**src/rtl/ddc_fs4_pkg.sv**
```systemverilog
package ddc_fs4_pkg;

  localparam int TAPS   = 7;
  localparam int HALF   = TAPS / 2;
  // sum of |coefficients| is 36, below 2**6
  localparam int GROWTH = 6;

  typedef enum logic [1:0] {
    LO_P0   = 2'd0,
    LO_P90  = 2'd1,
    LO_P180 = 2'd2,
    LO_P270 = 2'd3
  } lo_phase_e;

  function automatic int tap_coef(input int k);
    case (k)
      0, 6:    return -1;
      1, 5:    return 0;
      2, 4:    return 9;
      3:       return 16;
      default: return 0;
    endcase
  endfunction

endpackage

```
**src/rtl/ddc_fs4_mixer.sv**
```systemverilog
module ddc_fs4_mixer
  import ddc_fs4_pkg::*;
#(
  parameter int IN_W = 12,
  localparam int MIX_W = IN_W + 1
) (
  input  logic [1:0]              phase,
  input  logic signed [IN_W-1:0]  sample,
  output logic signed [MIX_W-1:0] mix_i,
  output logic signed [MIX_W-1:0] mix_q
);

  logic signed [MIX_W-1:0] ext;

  always_comb begin
    ext   = MIX_W'(sample);
    mix_i = '0;
    mix_q = '0;
    case (lo_phase_e'(phase))
      LO_P0:   mix_i = ext;
      LO_P90:  mix_q = ext;
      LO_P180: mix_i = -ext;
      LO_P270: mix_q = -ext;
      default: ;
    endcase
  end

endmodule

```
**src/rtl/ddc_fs4_chan_bank.sv**
```systemverilog
module ddc_fs4_chan_bank
  import ddc_fs4_pkg::*;
#(
  parameter int NCH   = 4,
  parameter int MIX_W = 13,
  localparam int CHW  = (NCH > 1) ? $clog2(NCH) : 1,
  localparam int HIST = TAPS - 1
) (
  input  logic                      clk,
  input  logic                      rst_n,
  input  logic                      wr_en,
  input  logic [CHW-1:0]            wr_chan,
  input  logic signed [MIX_W-1:0]   mix_i,
  input  logic signed [MIX_W-1:0]   mix_q,
  output logic [1:0]                sel_phase,
  output logic [HIST-1:0][MIX_W-1:0] sel_hist_i,
  output logic [HIST-1:0][MIX_W-1:0] sel_hist_q
);

  logic [1:0]              phase_r [NCH];
  logic signed [MIX_W-1:0] hist_i  [NCH][HIST];
  logic signed [MIX_W-1:0] hist_q  [NCH][HIST];

  always_ff @(posedge clk) begin
    if (!rst_n) begin
      for (int c = 0; c < NCH; c++) begin
        phase_r[c] <= '0;
        for (int j = 0; j < HIST; j++) begin
          hist_i[c][j] <= '0;
          hist_q[c][j] <= '0;
        end
      end
    end else if (wr_en) begin
      for (int c = 0; c < NCH; c++) begin
        if (wr_chan == CHW'(c)) begin
          phase_r[c]   <= phase_r[c] + 2'd1;
          hist_i[c][0] <= mix_i;
          hist_q[c][0] <= mix_q;
          for (int j = 1; j < HIST; j++) begin
            hist_i[c][j] <= hist_i[c][j-1];
            hist_q[c][j] <= hist_q[c][j-1];
          end
        end
      end
    end
  end

  always_comb begin
    sel_phase = phase_r[wr_chan];
    for (int j = 0; j < HIST; j++) begin
      sel_hist_i[j] = hist_i[wr_chan][j];
      sel_hist_q[j] = hist_q[wr_chan][j];
    end
  end

  for (genvar g = 0; g < NCH; g++) begin : g_phase_chk
    AST_PHASE_STEP: assert property (@(posedge clk) disable iff (!rst_n)
      (wr_en && wr_chan == CHW'(g)) |=> (phase_r[g] == $past(phase_r[g]) + 2'd1))
      else $error("phase of channel %0d did not step", g);
    AST_PHASE_HOLD: assert property (@(posedge clk) disable iff (!rst_n)
      !(wr_en && wr_chan == CHW'(g)) |=> $stable(phase_r[g]))
      else $error("phase of channel %0d moved without its sample", g);
  end

endmodule

```
**src/rtl/ddc_fs4_fir.sv**
```systemverilog
module ddc_fs4_fir
  import ddc_fs4_pkg::*;
#(
  parameter int MIX_W = 13,
  localparam int ACC_W = MIX_W + GROWTH
) (
  input  logic [TAPS-1:0][MIX_W-1:0] taps,
  output logic signed [ACC_W-1:0]    acc
);

  logic signed [ACC_W-1:0] prod [HALF+1];

  for (genvar k = 0; k < HALF; k++) begin : g_pair
    logic signed [MIX_W:0] pair;
    assign pair    = $signed(taps[k]) + $signed(taps[TAPS-1-k]);
    assign prod[k] = ACC_W'(pair * tap_coef(k));
  end

  assign prod[HALF] = ACC_W'($signed(taps[HALF]) * tap_coef(HALF));

  always_comb begin
    acc = '0;
    for (int k = 0; k <= HALF; k++) acc = acc + prod[k];
  end

endmodule

```
**src/rtl/ddc_fs4.sv**
```systemverilog
module ddc_fs4
  import ddc_fs4_pkg::*;
#(
  parameter int NCH   = 4,
  parameter int IN_W  = 12,
  parameter int OUT_W = 16,
  parameter int SHIFT = 2,
  localparam int CHW  = (NCH > 1) ? $clog2(NCH) : 1
) (
  input  logic                    clk,
  input  logic                    rst_n,
  input  logic                    in_valid,
  output logic                    in_ready,
  input  logic [CHW-1:0]          in_chan,
  input  logic signed [IN_W-1:0]  in_sample,
  output logic                    out_valid,
  input  logic                    out_ready,
  output logic [CHW-1:0]          out_chan,
  output logic signed [OUT_W-1:0] out_i,
  output logic signed [OUT_W-1:0] out_q
);

  localparam int MIX_W = IN_W + 1;
  localparam int ACC_W = MIX_W + GROWTH;
  localparam int HIST  = TAPS - 1;
  localparam logic signed [ACC_W-1:0] RND_BIAS = ACC_W'(1) <<< (SHIFT - 1);

  logic                          in_fire;
  logic [1:0]                    sel_phase;
  logic signed [MIX_W-1:0]       mix_i, mix_q;
  logic [HIST-1:0][MIX_W-1:0]    hist_i, hist_q;
  logic [TAPS-1:0][MIX_W-1:0]    taps_i, taps_q;
  logic signed [ACC_W-1:0]       acc_i, acc_q;
  logic signed [ACC_W-1:0]       rnd_i, rnd_q;

  assign in_ready = !out_valid || out_ready;
  assign in_fire  = in_valid && in_ready;

  ddc_fs4_chan_bank #(.NCH(NCH), .MIX_W(MIX_W)) u_bank (
    .clk        (clk),
    .rst_n      (rst_n),
    .wr_en      (in_fire),
    .wr_chan    (in_chan),
    .mix_i      (mix_i),
    .mix_q      (mix_q),
    .sel_phase  (sel_phase),
    .sel_hist_i (hist_i),
    .sel_hist_q (hist_q)
  );

  ddc_fs4_mixer #(.IN_W(IN_W)) u_mixer (
    .phase  (sel_phase),
    .sample (in_sample),
    .mix_i  (mix_i),
    .mix_q  (mix_q)
  );

  always_comb begin
    taps_i[0] = mix_i;
    taps_q[0] = mix_q;
    for (int k = 1; k < TAPS; k++) begin
      taps_i[k] = hist_i[k-1];
      taps_q[k] = hist_q[k-1];
    end
  end

  ddc_fs4_fir #(.MIX_W(MIX_W)) u_fir_i (.taps(taps_i), .acc(acc_i));
  ddc_fs4_fir #(.MIX_W(MIX_W)) u_fir_q (.taps(taps_q), .acc(acc_q));

  assign rnd_i = (acc_i + RND_BIAS) >>> SHIFT;
  assign rnd_q = (acc_q + RND_BIAS) >>> SHIFT;

  always_ff @(posedge clk) begin
    if (!rst_n) begin
      out_valid <= 1'b0;
      out_chan  <= '0;
      out_i     <= '0;
      out_q     <= '0;
    end else if (in_fire && sel_phase[0]) begin
      out_valid <= 1'b1;
      out_chan  <= in_chan;
      out_i     <= rnd_i[OUT_W-1:0];
      out_q     <= rnd_q[OUT_W-1:0];
    end else if (out_ready) begin
      out_valid <= 1'b0;
    end
  end

  AST_HOLD_OUT: assert property (@(posedge clk) disable iff (!rst_n)
    (out_valid && !out_ready) |=> (out_valid && $stable(out_i) && $stable(out_q) && $stable(out_chan)))
    else $error("stalled output changed");
  AST_DECIMATE: assert property (@(posedge clk) disable iff (!rst_n)
    $rose(out_valid) |-> $past(in_fire && sel_phase[0]))
    else $error("output without odd-phase sample");
  AST_ZERO_Q: assert property (@(posedge clk) disable iff (!rst_n)
    (in_fire && !sel_phase[0]) |-> (mix_q == '0))
    else $error("quadrature product not zero on even phase");
  AST_ZERO_I: assert property (@(posedge clk) disable iff (!rst_n)
    (in_fire && sel_phase[0]) |-> (mix_i == '0))
    else $error("in-phase product not zero on odd phase");
  AST_NO_OVERFLOW: assert property (@(posedge clk) disable iff (!rst_n)
    in_fire |-> (((&rnd_i[ACC_W-1:OUT_W-1]) || !(|rnd_i[ACC_W-1:OUT_W-1])) &&
                 ((&rnd_q[ACC_W-1:OUT_W-1]) || !(|rnd_q[ACC_W-1:OUT_W-1]))))
    else $error("rounded result exceeds output width");

endmodule

```
**config.mk**
```make
export PLATFORM = sky130hd
export DESIGN_NAME = ddc_fs4
export DESIGN_NICKNAME = d
export VERILOG_FILES = /design/src/rtl/ddc_fs4_pkg.sv /design/src/rtl/ddc_fs4_mixer.sv /design/src/rtl/ddc_fs4_chan_bank.sv /design/src/rtl/ddc_fs4_fir.sv /design/src/rtl/ddc_fs4.sv
export SDC_FILE = /design/constraint.sdc
export NUM_CORES = 1
export LEC_CHECK = 0
export ABC_AREA = 1
export BUFFER_PORTS_ARGS = -buffer_cell sky130_fd_sc_hd__buf_2
export CORE_MARGIN = 2
export CORE_UTILIZATION = 43
export CTS_BUF_LIST = sky130_fd_sc_hd__clkbuf_4 sky130_fd_sc_hd__clkbuf_8
export DETAILED_ROUTE_END_ITERATION = 7
export MAX_ROUTING_LAYER = met4
export PLACE_DENSITY = 0.64
export SYNTH_ARGS = -nofsm -noshare
export SYNTH_HDL_FRONTEND = slang
export SYNTH_SLANG_ARGS = --single-unit
```
**constraint.sdc**
```tcl
create_clock -name clk -period 17.2 [get_ports clk]
set_clock_uncertainty 0.1 [all_clocks]
set_input_delay 2.58 -clock clk [delete_from_list [all_inputs] [get_ports clk]]
set_output_delay 2.58 -clock clk [all_outputs]
set_load 0.005 [all_outputs]
```
Yosys cells after proc, flatten, opt, wreduce, memory -nomap -nowiden
Memory sizes are Yosys's and may differ from the RTL's.
Cells that the tools add are included.
{"block": "word_totals", "reg_bits": 35, "mem_bits_rw": 632, "inputBits": 18, "output_inout_bits": 36, "elab_cells": 164, "mem_count": 3}
{"name": "u_bank.hist_i", "depth": 4, "width": 78, "read_ports": 5, "rd_ports_with_merged_regs": 0, "write_ports": 4, "line": "ddc_fs4_chan_bank.sv:21", "text": "logic signed [MIX_W-1:0] hist_i [NCH][HIST];"}
{"name": "u_bank.hist_q", "depth": 4, "width": 78, "read_ports": 5, "rd_ports_with_merged_regs": 0, "write_ports": 4, "line": "ddc_fs4_chan_bank.sv:22", "text": "logic signed [MIX_W-1:0] hist_q [NCH][HIST];"}
{"name": "u_bank.phase_r", "depth": 4, "width": 2, "read_ports": 5, "rd_ports_with_merged_regs": 0, "write_ports": 4, "line": "ddc_fs4_chan_bank.sv:20", "text": "logic [1:0] phase_r [NCH];"}
{"block": "classes", "add_sub_neg": 17, "multipliers": 2, "eq_ne": 6, "muxes": 73, "bitwise": 52, "n_reduce_logical": 7}
{"cell": "$mux 13", "n": 48}
{"cell": "$add 13x13->14", "n": 4}
{"cell": "$or 1x1->1", "n": 52}
{"cell": "$pmux 13 s2", "n": 2}
{"cell": "$add 18x17->18", "n": 2}
{"cell": "$add 18x18->18", "n": 2}
{"cell": "$add 18x3->18 const B", "n": 2}
{"cell": "$mul 14x5->18 const B", "n": 2}
{"cell": "$neg 14->18", "n": 2}
{"cell": "$mux 1", "n": 19}
{"cell": "$neg 12->13", "n": 1}
{"cell": "$add 2x1->2 const B", "n": 4}
{"cell": "$eq 2x2->1 const B", "n": 4}
{"cell": "$mux 2", "n": 4}
{"cell": "$eq 2x1->1 const B", "n": 2}
{"cell": "$logic_not 2->1", "n": 2}
{"cell": "$logic_and 1x1->1", "n": 2}
{"cell": "$reduce_bool 2->1", "n": 1}
{"cell": "$logic_not 1->1", "n": 1}
{"cell": "$logic_or 1x1->1", "n": 1}

Depth between registers and ports, before layout
An unclocked memory read counts as a cell.
{"block": "logic_depth", "depth_word": 8, "ltp_mapped": 35, "ltp_nobuf": 33}

Hierarchy
A second synthesis with hierarchy kept.
{"block": "unflattened", "cells_unflattened": 4902, "area_unflattened_um2": 39693.1}
{"module": "ddc_fs4_chan_bank", "instances": 1, "cells_each": 3431, "area_per_inst_um2": 30142.7, "seq_area_each_um2": 18978.2}
{"module": "ddc_fs4_fir at u_fir_q", "instances": 1, "cells_each": 505, "area_per_inst_um2": 3400.8, "seq_area_each_um2": 0.0}
{"module": "ddc_fs4_fir at u_fir_i", "instances": 1, "cells_each": 505, "area_per_inst_um2": 3383.2, "seq_area_each_um2": 0.0}
{"module": "ddc_fs4", "instances": 1, "cells_each": 345, "area_per_inst_um2": 2187.1, "seq_area_each_um2": 700.7}
{"module": "ddc_fs4_mixer", "instances": 1, "cells_each": 116, "area_per_inst_um2": 579.3, "seq_area_each_um2": 0.0}

Worst setup path before layout
OpenSTA, ideal clock, no wires.
{"block": "synth_path", "path_type": "input port to flip-flop", "startpoint": "input port in_chan[1]", "endpoint": "memory u_bank.hist_i[0][0] (netlist name) (enable)", "setup_time_ns": 0.894, "arrival_ns": 14.021, "required_ns": 16.206, "slack_ns": 2.185, "cell_stages": 4, "n_path_buf": 1, "path_cell_list": "inv_1 nand2_1 clkbuf_1 o21ai_0"}
{"item": "from (decl)", "line": "ddc_fs4.sv:14", "text": "input logic [CHW-1:0] in_chan,"}
{"item": "to (decl)", "line": "ddc_fs4_chan_bank.sv:21"}

Final worst setup path
{"block": "layout_path", "startpoint": "input port in_chan[1]", "endpoint": "register out_q[14]"}
{"block": "layout_via", "elab_chain_len": 8, "word_cells_on_any_way": 13, "classes_between": "6 x add/sub; 1 x mul; 2 x eq/ne; 1 x mux; 1 x reduce/logical; 2 x memory"}
{"item": "parallel branches: the longest is 8 deep, another holds $mem_v2 4x78"}
{"item": "to (signal assigned)", "line": "ddc_fs4.sv:83", "text": "out_q <= rnd_q[OUT_W-1:0];"}
{"item": "to (decl)", "line": "ddc_fs4.sv:20", "text": "output logic signed [OUT_W-1:0] out_q"}
Parallel ways; which one is timed is not known.
A chain may end at the register's enable or synchronous reset.

==> results.json <==
{
  "status": "finished, final reports clean",
  "hold_class": "reg2reg",
  "cpMaxStageDelayCell": "clkinv_2",
  "finalPower_mw": 5.758,
  "wl_mm": 80.68,
  "drt_pass1_iterations": 5,
  "synth.distinct_cells": 38,
  "synth_seq_cells": 667,
  "cts_resized": 0,
  "io_pins": 54,
  "synth_compound_area_share_pct": 6.794,
  "slew_viol_final": 0,
  "cts_setup_buffers": 0,
  "syn_nets": 3609,
  "htree_levels": 3,
  "die_h_microns": 284.4,
  "tightest_slew_ns": 1.146,
  "areaGrowthSynthToFinish_pct": 10.68,
  "hpwlAfterDp_mm": 49.79,
  "setup_viol": 0,
  "grt_pass1_vias": 21779,
  "portBuffers": 53,
  "critPathRequiredTime_ns": 17.71,
  "dieArea_sq_um": 80850,
  "num-nets-final": 3678,
  "leakage_nw": 16.49,
  "clock_latency_ns": 0.72,
  "ys_seq_area_share_pct": 58.23,
  "grt_overflow": 0,
  "synthCells": 3385,
  "critical-path-top-delay-family": "adder cells",
  "timing.final.crit_share_pct": 51.66,
  "synthAdderAreaFrac_pct": 9.293,
  "crit_buf_inv": 8,
  "ff2ff_path_depth": 28,
  "cpPeakStageDelay_ns": 0.68,
  "cts_tree": "done",
  "max_freq_mhz": 112.5,
  "r2r_slack_ns": 11.90,
  "synth-xor-area-share_pct": 1.063,
  "antenna_left": 0,
  "place.gp.congestion": 0.8762,
  "cts.sinks": 667,
  "syn_avg_cell_area_sq_um": 9.984,
  "max_cap_violations": 0,
  "syn-cell-area_sq_um": 33800,
  "max-vdd-ir-drop_uv": 125.2,
  "numCtsBuffers": 105,
  "rsz0062_at_grt": "false",
  "worstSetupPathDepth": 28,
  "synth.area.mux_share_pct": 0,
  "critPathKind": "in2reg",
  "endpoint_kind": "register",
  "start_util_pct": 43.55,
  "hold_buffers": 0,
  "dr.first_iter.drc_count": 1924,
  "wl_per_cell_microns": 17.62,
  "grt_pass1_wl_mm": 125.1,
  "fillers": 7160,
  "synth_top_family_by_area": "simple AND/OR/NAND/NOR gates",
  "core_region_area_sq_um": 77590,
  "async_reset_ff_share_pct": 0,
  "crit_fanout": 58,
  "cts_root_buf": "clkbuf_8",
  "period_minus_slack_ns": 8.886,
  "grt_max_degree": 159,
  "finalSetupTns_ns": 0,
  "via_per_inst": 4.933,
  "die_width_microns": 284.4,
  "cpMostUsedCell": "nand2_1",
  "crit_end": "out_q[14]",
  "critPathLaunchType": "input pin",
  "hold_viol_final": 0,
  "antenna_found_initial": 6,
  "synth_flop_cell": "edfxtp_1",
  "r2r-end": "out_i[15]",
  "vias": 22589,
  "synthSimpleGateAreaFrac_pct": 13.82,
  "yosys_warnings": 0,
  "crit_arrival_ns": 9.39,
  "relSlewSlack_pct": 23.61,
  "synth_edf_count": 632,
  "cts.reportedPaths.clkPinSlew_ns": 0.06,
  "clk_path_buf_depth": 3,
  "num_rows": 102,
  "cp-startpoint": "in_chan[1]",
  "powerDensity_nw_per_um2": 153.9,
  "r2r-start": "u_bank.hist_i[2][27]",
  "grtUsageTotal_pct": 20.69,
  "drive_above_1_share_pct": 8.291,
  "drc": 0
}
area by class of cell:
class / instances / area (sq um) / area share, %
Tap cell: 1040 / 1301 / 3.479
Clock inverter: 30 / 300.3 / 0.8028
Inverter: 853 / 3203 / 8.563
Timing Repair Buffer: 79 / 498.0 / 1.331
Sequential cell: 667 / 19680 / 52.61
Clock buffer: 157 / 1848 / 4.940
Antenna cell: 5 / 12.51 / 0.03345
Multi-Input combinational cell: 1748 / 10570 / 28.24
Yosys cell counts, types with 2 or more instances:
cell type  number  area share [%]
fa_1           75             4.4
nand2_1       326             3.6
o21bai_1        5            0.11
inv_1         837             9.3
o21ai_0        31            0.46
a22o_1         22            0.57
nor3_1         10            0.15
nor2_4          4            0.13
o22ai_1        32            0.59
o211ai_1        4           0.089
o21a_1          5            0.11
buf_1          17            0.19
and3_1          2           0.037
a31oi_1         5           0.093
xor2_1         19            0.49
nand3b_1        4           0.089
ha_1          131             4.8
nand3_1        92             1.4
nand4_1        15            0.28
xnor2_1        22            0.57
o221ai_1       50             1.3
clkbuf_1       93             1.0
edfxtp_1      632              56
nor2_1        709             7.9
dfxtp_1        35             2.1
a21oi_1        71             1.1
inv_2          15            0.17
and2_1          4           0.074
buf_2           7            0.10
nand2_2         2           0.037
a22oi_1        52             1.2
a221oi_1       46             1.2
or2_2           6            0.11
state kept, by name, indices dropped and copies added (netlist names):
| register | cells |
|---|---|
| out_i | 16 |
| out_valid | 1 |
| u_bank.hist_i | 312 |
| u_bank.phase_r | 8 |
| out_q | 16 |
| out_chan | 2 |
| u_bank.hist_q | 312 |
through the flow:
step / worst slack [ns] / util, % / hold slack [ns] / instance area [sq um] / instances
after floorplan: 2.185 / - / 0.3876 / 33800 / 3385
after global placement: 7.771 / 45.42 / 0.3823 / 35250 / 4387
after detailed placement: 7.591 / 45.42 / 0.3894 / 35250 / 4387
after CTS: 8.402 / 48.19 / 0.4075 / 37390 / 4574
after global routing: 7.864 / 48.21 / 0.4335 / 37410 / 4579
final: 8.314 / 48.21 / 0.4013 / 37410 / 4579
cell families (layout without fill, tap and decap cells):
| logic type | Yosys count | in the layout |
|---|---|---|
| simple gates | 1175 | 1175 |
| other cells | 0 | 5 |
| xor+xnor | 41 | 41 |
| buf+inv | 970 | 1119 |
| compound gates | 326 | 326 |
| flops | 667 | 667 |
| fa+ha+maj | 206 | 206 |
layout by cell type, fill, tap and decap left out, types with 46 or more instances in the layout:
cell	instances
a21oi_1	71
a221oi_1	46
a22oi_1	52
buf_2	53
clkbuf_4	50
clkbuf_8	107
edfxtp_1	632
fa_1	75
ha_1	131
inv_1	836
nand2_1	322
nand3_1	89
nor2_1	708
o221ai_1	50
per-layer routing:
metal  track usage (%)  vias up  part of all wire (%)
met4             6.263        0                   2.3
met3             4.583      112                   8.5
met5                 -        -                     0
met1             29.17    10723                    47
met2             29.88      749                    43
li1                  -    11005                     -
worst min-delay path, delay by kind of cell (launching register included):
kind | cells | cell delay (ns)
DFF | 1 | 0.33
buffers and inverters | 1 | 0.05
AOI/OAI and AO/OA | 1 | 0.09
worst min path at each step:
stage               startpoint       end  slack [ns]  cells after the start
floorplan             out_i[7]  out_i[7]        0.39                      2
global placement      out_i[7]  out_i[7]        0.38                      2
detailed placement    out_i[6]  out_i[6]        0.39                      2
CTS                   out_i[7]  out_i[7]        0.41                      2
global route          out_q[0]  out_q[0]        0.43                      2
finish                out_i[6]  out_i[6]        0.40                      2
power breakdown:
group          switching, mW  internal (mW)  leakage (nW)
clock network          0.618          0.762          1.15
registers             0.0342           1.88          6.88
logic                   1.59          0.868          8.46
Power figures use the tool's default switching activity.
